[src/rtl/uart_xcvr.sv]
module uart_xcvr #(
  parameter int DIV_W = 16,
  parameter int OSR   = 16,
  parameter int DW    = 9
) (
  input  logic             clk,
  input  logic             rst_n,
  input  logic [DIV_W-1:0] cfg_div,
  input  logic [3:0]       cfg_len,
  input  logic [1:0]       cfg_par,
  input  logic             cfg_stop2,
  input  logic [DW-1:0]    tx_data,
  input  logic             tx_valid,
  output logic             tx_ready,
  output logic             tx_line,
  input  logic             rx_line,
  output logic [DW-1:0]    rx_data,
  output logic             rx_valid,
  output logic             rx_par_err,
  output logic             rx_frm_err
);

  localparam int TW = $clog2(OSR);
  localparam logic [TW-1:0] T_LAST = TW'(OSR - 1);
  localparam logic [TW-1:0] T_MID  = TW'(OSR / 2 - 1);
  localparam logic [3:0]    LEN_MIN = 4'd5;
  localparam logic [3:0]    LEN_MAX = 4'(DW);

  typedef enum logic [2:0] {S_IDLE, S_START, S_DATA, S_PAR, S_STOP} st_e;

  function automatic logic [3:0] clamp_len(input logic [3:0] l);
    if (l < LEN_MIN) return LEN_MIN;
    if (l > LEN_MAX) return LEN_MAX;
    return l;
  endfunction

  wire [3:0]       c_len    = clamp_len(cfg_len);
  wire             c_par_on = (cfg_par == 2'b01) || (cfg_par == 2'b10);
  wire             c_odd    = (cfg_par == 2'b10);
  wire [DIV_W-1:0] c_div    = (cfg_div == '0) ? DIV_W'(1) : cfg_div;
  wire [DW-1:0]    c_mask   = ~({DW{1'b1}} << c_len);

  // transmit side
  st_e              t_st;
  logic [DIV_W-1:0] t_div, t_dcnt;
  logic [TW-1:0]    t_tcnt;
  logic [DW-1:0]    t_sh;
  logic [3:0]       t_len, t_bit;
  logic             t_par_on, t_pbit, t_stop2, t_second;

  wire t_tick    = (t_dcnt == t_div - 1'b1);
  wire t_bit_end = t_tick && (t_tcnt == T_LAST);

  assign tx_ready = (t_st == S_IDLE);

  always_ff @(posedge clk or negedge rst_n) begin
    if (!rst_n) begin
      t_st     <= S_IDLE;
      tx_line  <= 1'b1;
      t_div    <= DIV_W'(1);
      t_dcnt   <= '0;
      t_tcnt   <= '0;
      t_sh     <= '0;
      t_len    <= LEN_MIN;
      t_bit    <= '0;
      t_par_on <= 1'b0;
      t_pbit   <= 1'b0;
      t_stop2  <= 1'b0;
      t_second <= 1'b0;
    end else if (t_st == S_IDLE) begin
      t_dcnt <= '0;
      t_tcnt <= '0;
      if (tx_valid) begin
        t_st     <= S_START;
        tx_line  <= 1'b0;
        t_div    <= c_div;
        t_sh     <= tx_data & c_mask;
        t_len    <= c_len;
        t_par_on <= c_par_on;
        t_pbit   <= (^(tx_data & c_mask)) ^ c_odd;
        t_stop2  <= cfg_stop2;
        t_second <= 1'b0;
      end
    end else begin
      t_dcnt <= t_tick ? '0 : t_dcnt + 1'b1;
      if (t_tick) t_tcnt <= (t_tcnt == T_LAST) ? '0 : t_tcnt + 1'b1;
      if (t_bit_end) begin
        case (t_st)
          S_START: begin
            tx_line <= t_sh[0];
            t_sh    <= t_sh >> 1;
            t_bit   <= 4'd1;
            t_st    <= S_DATA;
          end
          S_DATA: begin
            if (t_bit == t_len) begin
              if (t_par_on) begin
                tx_line <= t_pbit;
                t_st    <= S_PAR;
              end else begin
                tx_line <= 1'b1;
                t_st    <= S_STOP;
              end
            end else begin
              tx_line <= t_sh[0];
              t_sh    <= t_sh >> 1;
              t_bit   <= t_bit + 1'b1;
            end
          end
          S_PAR: begin
            tx_line <= 1'b1;
            t_st    <= S_STOP;
          end
          S_STOP: begin
            if (t_stop2 && !t_second) t_second <= 1'b1;
            else                      t_st     <= S_IDLE;
          end
          default: t_st <= S_IDLE;
        endcase
      end
    end
  end

  // receive side
  st_e              r_st;
  logic             r_s1, r_s2, r_prev;
  logic [DIV_W-1:0] r_div, r_dcnt;
  logic [TW-1:0]    r_tcnt;
  logic [DW-1:0]    r_sh;
  logic [3:0]       r_len, r_bit;
  logic             r_par_on, r_odd, r_pbit, r_stop2, r_second, r_ferr;

  wire r_fall = r_prev && !r_s2;
  wire r_tick = (r_dcnt == r_div - 1'b1);
  wire r_pexp = (^r_sh) ^ r_odd;

  always_ff @(posedge clk or negedge rst_n) begin
    if (!rst_n) begin
      r_s1       <= 1'b1;
      r_s2       <= 1'b1;
      r_prev     <= 1'b1;
      r_st       <= S_IDLE;
      r_div      <= DIV_W'(1);
      r_dcnt     <= '0;
      r_tcnt     <= '0;
      r_sh       <= '0;
      r_len      <= LEN_MIN;
      r_bit      <= '0;
      r_par_on   <= 1'b0;
      r_odd      <= 1'b0;
      r_pbit     <= 1'b0;
      r_stop2    <= 1'b0;
      r_second   <= 1'b0;
      r_ferr     <= 1'b0;
      rx_data    <= '0;
      rx_valid   <= 1'b0;
      rx_par_err <= 1'b0;
      rx_frm_err <= 1'b0;
    end else begin
      r_s1       <= rx_line;
      r_s2       <= r_s1;
      r_prev     <= r_s2;
      rx_valid   <= 1'b0;
      rx_par_err <= 1'b0;
      rx_frm_err <= 1'b0;
      if (r_st == S_IDLE) begin
        if (r_fall) begin
          r_st     <= S_START;
          r_dcnt   <= '0;
          r_tcnt   <= '0;
          r_div    <= c_div;
          r_len    <= c_len;
          r_par_on <= c_par_on;
          r_odd    <= c_odd;
          r_stop2  <= cfg_stop2;
          r_sh     <= '0;
          r_bit    <= '0;
          r_second <= 1'b0;
          r_ferr   <= 1'b0;
        end
      end else begin
        r_dcnt <= r_tick ? '0 : r_dcnt + 1'b1;
        if (r_tick) begin
          if (r_st == S_START) begin
            if (r_tcnt == T_MID) begin
              r_tcnt <= '0;
              r_st   <= r_s2 ? S_IDLE : S_DATA;
            end else begin
              r_tcnt <= r_tcnt + 1'b1;
            end
          end else if (r_tcnt != T_LAST) begin
            r_tcnt <= r_tcnt + 1'b1;
          end else begin
            r_tcnt <= '0;
            case (r_st)
              S_DATA: begin
                r_sh  <= {r_s2, r_sh[DW-1:1]};
                r_bit <= r_bit + 1'b1;
                if (r_bit == r_len - 1'b1) r_st <= r_par_on ? S_PAR : S_STOP;
              end
              S_PAR: begin
                r_pbit <= r_s2;
                r_st   <= S_STOP;
              end
              S_STOP: begin
                if (r_stop2 && !r_second) begin
                  r_second <= 1'b1;
                  r_ferr   <= !r_s2;
                end else begin
                  rx_valid   <= 1'b1;
                  rx_data    <= r_sh >> (LEN_MAX - r_len);
                  rx_par_err <= r_par_on && (r_pbit != r_pexp);
                  rx_frm_err <= r_ferr || !r_s2;
                  r_st       <= S_IDLE;
                end
              end
              default: r_st <= S_IDLE;
            endcase
          end
        end
      end
    end
  end

endmodule

[config.mk]
export PLATFORM = sky130hd
export DESIGN_NAME = uart_xcvr
export DESIGN_NICKNAME = d
export VERILOG_FILES = /design/src/rtl/uart_xcvr.sv
export SDC_FILE = /design/constraint.sdc
export NUM_CORES = 1
export LEC_CHECK = 0
export BUFFER_PORTS_ARGS = -buffer_cell sky130_fd_sc_hd__buf_2
export CAP_MARGIN = 5
export CORE_MARGIN = 1
export CORE_UTILIZATION = 35
export DETAILED_ROUTE_END_ITERATION = 16
export GPL_TIMING_DRIVEN = 0
export PLACE_DENSITY = 0.49
export SYNTH_ARGS = -nofsm -noshare
export SYNTH_HDL_FRONTEND = slang
export SYNTH_SLANG_ARGS = --single-unit
[constraint.sdc]
create_clock -name clk -period 4.49 [get_ports clk]
set_clock_uncertainty 0.05 [all_clocks]
set_input_delay 1.347 -clock clk [delete_from_list [all_inputs] [get_ports clk]]
set_output_delay 1.347 -clock clk [all_outputs]
set_load 0.02 [all_outputs]
# Yosys cells after proc, flatten, opt, wreduce, memory -nomap -nowiden
# Index checks and enable logic that the tools add are counted.
# W data, S select, Z words.
totals:
  output_inout_bits: 14
  regBits: 138
  latch_bits: 0
  mem_count: 0
  romBits: 0
  mem_bits_rw: 0
  word_cells: 223
op_classes:
  eq_ne: 30
  magnitude_cmp: 2
  n_reduce_logical: 39
  muxes: 99
  add_sub_neg: 10
  n_mul: 0
  div: 0
  shifts: 2
  bitwise: 9
ops:
  columns: ["op", "count"]
  rows:
  - ["$mux W16", 6]
  - ["$mux W9", 10]
  - ["$mux W4", 19]
  - ["$mux W3", 15]
  - ["$mux W1", 43]
  - ["$add A16 B1 Y16 const B", 2]
  - ["$eq A16 B16 Y1", 2]
  - ["$sub A16 B1 Y16 const B", 2]
  - ["$pmux W9 S2", 1]
  - ["$reduce_and A6 Y1", 3]
  - ["$reduce_bool A2 Y1", 9]
  - ["$reduce_xor A9 Y1", 2]
  - ["$add A4 B1 Y4 const B", 4]
  - ["$logic_not A16 Y1", 1]
  - ["$reduce_and A4 Y1", 4]
  - ["$eq A3 B2 Y1 const B", 4]
  - ["$ne A3 B3 Y1 const B", 4]
  - ["$ne A4 B4 Y1 const B", 3]
  - ["$pmux W3 S4", 1]
  - ["$ne A2 B2 Y1 const B", 5]
  - ["$reduce_and A5 Y1", 2]
  - ["$and A9 B9 Y9", 1]
  - ["$not A9 Y9", 1]
  - ["$pmux W3 S3", 1]
  - ["other kinds (28)", 46]

# Longest topological paths before layout
logic_depth:
  depth_word: 10
  ltp_mapped: 12
  depth_no_buf: 10

# Worst setup path after synthesis
# Ideal clock, no wire load.
synth_path:
  path_kind: "register to register"
  from: "register t_div[0]"
  to: "register t_bit[0]"
  arrival_ns: 3.382
  path_stages_with_launch: 11
  slack_ns: 0.933
  setup_time_ns: 0.125
  n_path_buf: 0
  synth_period_minus_slack_ns: 3.557
  cell_sequence: "dfstp_2 > inv_1 > ha_1 > nor3b_2 > nand2_1 > xor2_1 > mux2_2 > or4_1 > or4_4 > or3_4 > mux2_2"
synth_via:
  elab_chain_len: 4
synth_lines:
  columns: ["element", "line_no", "rtl"]
  rows:
  - ["start, declared", "45", "logic [DIV_W-1:0] t_div, t_dcnt;"]
  - ["start signal, assigned", "76", "t_div <= c_div;"]
  - ["$sub A16 B1 Y16", "51", "wire t_tick = (t_dcnt == t_div - 1'b1);"]
  - ["$eq A16 B16 Y1", "51", null]
  - ["$logic_and A1 B1 Y1", "52", "wire t_bit_end = t_tick && (t_tcnt == T_LAST);"]
  - ["$reduce_and A4 Y1 (no line)", null, null]
  - ["end signal, assigned", "107", "t_bit <= t_bit + 1'b1;"]
  - ["end, declared", "48", "logic [3:0] t_len, t_bit;"]
# Every way passes these cells.
# A chain may end at the register's enable or synchronous reset.

# Final worst setup path
layout_path:
  from: "register r_div[2]"
  to: "register rx_data[0]"
layout_via:
  elab_chain_len: 3
layout_lines:
  columns: ["element", "line_no", "rtl"]
  rows:
  - ["start, declared", "127", "logic [DIV_W-1:0] r_div, r_dcnt;"]
  - ["start signal, assigned", "171", "r_div <= c_div;"]
  - ["$sub A16 B1 Y16", "134", "wire r_tick = (r_dcnt == r_div - 1'b1);"]
  - ["$eq A16 B16 Y1", "134", null]
  - ["$reduce_and A6 Y1 (no line)", null, null]
  - ["end signal, assigned", "211", "rx_data <= r_sh >> (LEN_MAX - r_len);"]
  - ["end, declared", "17", "output logic [DW-1:0] rx_data,"]
# Every way passes these cells.

==> flow_summary.ini <==
[logic_synthesis]
synth-main-ff-cell = dfrtp_1
yosysTopAreaCellShare = 0.4032
synth_top_area_cell = dfrtp_1
ys_seq_elements = 138
yosys_warnings = 0
synthCells = 856
ys_types = 69
synth.avg_cell_area_sq_um = 9.280
async_reset_ff_frac = 1.000
synth-edff-count = 0
yosysSeqAreaShare = 0.4363
synth_area_sq_um = 7944
syn_nets = 903
synth.top_cells.by_area = dfrtp_1 40%, mux2_2 6.2%, nand2_1 6.1%

[timing]
max_slew_margin = 0.5152
worst_pin_slew_ns = 0.7246
hold_viol = 0
finalCritPeriodShare = 0.9162
fmax_ghz = 0.2431
maxSlewViolCount = 0
fin_crit_ns = 4.114
rsz0062_at_grt = false
finalSetupViolCount = 0
fin_setup_tns_ns = 0
fin_hold_ws_ns = 0.3068

[clock_network]
cts.sinks = 138
clk_latency_ns = 0.42
post_cts_buffers = 0
cts_buffers = 17
cts.clk_slew.worst_paths_ns = 0.06
cts_tree = yes
postCtsHoldBufs = 0
clockBufferDepth = 2
htreeDepth = 4
cts_resized = 0
cts-root-buf = clkbuf_16

[route]
vias = 6317
drc = 1
wl_per_cell_um = 15.61
drt_wl_total_um = 19020
antenna_left = 0
vias_per_cell = 5.186
drtPass1Iterations = 12
first_iter_violations = 366

[power_and_ir_drop]
leakage_uw = 0.004103
power_density_nw_per_um2 = 556.5
vdd_drop_max_mv = 0.2351

[floorplan]
io_pins = 50
die_area_sq_um = 23300
core_sq_um = 22030
initial_core_util = 0.3607
die_h_um = 152.7
die_x_um = 152.7
fp-row-count = 54

[worst_setup_path]
arrival_ns = 4.37
cp_slowest_cell = a2111oi_4
crit_family = simple AND/OR/NAND/NOR gates
r2r_end = rx_data[0]
path_max_fanout = 10
cp-end-kind = register
path_cells = clkbuf_1 > or4_1 > or3_1 > a2111oi_0 > nand4_1 > a2111oi_4 > nand2_1 > nor2_2 > mux2_2
r2r_slack_ns = 0.38
path_class = reg -> reg
critPathLaunchType = register
timing.critical_path.from = r_div[2]
critPathBufInv = 1
r2r-start = r_div[2]
critPathRequiredTime_ns = 4.74
critPathMaxStageDelay_ns = 0.61
rr_worst_depth = 9

[global_route]
grt_max_degree = 82
grt_usage = 0.1739
grt_overflow_total = 0
antenna_found_initial = 0
grt_pass1_vias = 6280
grt_first_pass_wirelength_um = 32510

[cells_and_area]
drive_above_1_share = 0.1652
final_cell_area_sq_um = 9213
utilization = 0.4183
instances_no_fill = 1218
n_antenna_cell = 0
final_nets = 972
syn_to_final_growth_pct = 15.97
num-fill-cells = 2218

[hold_path]
min-delay-start = r_s1
worstHoldEndpoint = r_s2
whs_path_depth = 0
hold_path.class = reg -> reg

[place]
dp_hpwl_um = 13730
gp_congestion = 0.7897
io_buffers = 49
placedCellCount = 1186
dpl_cell_area_sq_um = 8573

[run_status]
violations = DRC
status = finished with violations

[flow_run]
max-cap-violations = 0
## cells by family (layout without fill, tap and decap cells)
kind of cell             Yosys count  after routing  synth area share
AO/OA/AOI/OAI                    153            153            0.1307
buffers and inverters             59            141           0.02898
AND/OR/NAND/NOR                  361            361            0.2235
multiplexers                      54             54           0.07497
flip-flops                       138            138            0.4363
XOR/XNOR                          80             80           0.08820
adder cells (fa/ha/maj)           11             11           0.01733
## Yosys cell counts (17+ instances only)
cell type	n
inv_1	21
xnor2_1	48
nor2_1	67
and3_1	17
clkbuf_1	36
nand2_1	130
mux2_2	44
or3_1	19
nor3_1	19
xor2_1	32
a31oi_1	17
nand3_1	29
dfrtp_1	128
a21oi_1	26
o21ai_0	44
## layer usage
layer	GRT usage	vias to the layer above	wire length [um]
li1	-	3176	-
met1	0.2515	3058	9957
met2	0.2612	81	8388
met3	0.03669	2	595
met4	0.04714	0	73
met5	0	-	0
## registers in the layout, indices dropped and copies added (netlist names), 3 cells and up
name	cells
r_dcnt	16
r_div	16
t_dcnt	16
t_div	16
r_sh	9
rx_data	9
t_sh	9
r_bit	4
r_len	4
r_tcnt	4
t_bit	4
t_len	4
t_tcnt	4
r_st	3
t_st	3
## metrics by stage
| stage | worst slack (ns) | total power (uW) |
|---|---|---|
| after floorplan | 0.9332 | 3182 |
| after global placement | -0.1595 | 3609 |
| after detailed placement | 0.2998 | 3627 |
| after CTS | 0.3009 | 5194 |
| after global routing | 0.03183 | 5537 |
| final | 0.3764 | 5127 |
## power by group
| group | internal (uW) | leakage [uW] | switching [uW] |
|---|---|---|---|
| Clock | 950 | 0.000289 | 579 |
| Sequential | 1570 | 0.00178 | 348 |
| Combinational | 751 | 0.00203 | 932 |
## cell type report
class                   count  area [sq um]  area share
multi-input cells         659          4253      0.4616
flip-flops and latches    138          3466      0.3762
clock buffers              19         442.9     0.04808
well taps                 280         350.3     0.03803
repair buffers             50         279.0     0.03029
clock inverters            13         191.4     0.02078
plain buffers              38         151.4     0.01643
inverters                  21         78.83    0.008556
## layout by cell type, fill, tap and decap left out, drive strengths merged, types with 7 or more instances in the layout
cell	n
a21oi	27
a22o	11
a31oi	17
and3	17
buf	52
clkbuf	55
dfrtp	128
dfstp	10
ha	11
inv	24
mux2	44
mux2i	10
nand2	130
nand2b	11
nand3	29
nand4	8
nor2	68
nor2b	11
nor3	20
nor3b	7
nor4	11
o21ai	45
o31ai	8
or3	20
or4	9
xnor2	48
xor2	32
## worst max-delay path by stage
| stage | end | cells past startpoint | slack, ns |
|---|---|---|---|
| CTS | rx_data[0] | 9 | 0.30 |
| global placement | rx_valid | 1 | -0.16 |
| global route | r_tcnt[1] | 10 | 0.03 |
| floorplan | t_bit[0] | 10 | 0.93 |
| detailed placement | rx_data[0] | 9 | 0.30 |
| finish | rx_data[0] | 9 | 0.38 |
No activity file was read; power rests on OpenSTA's default activity.
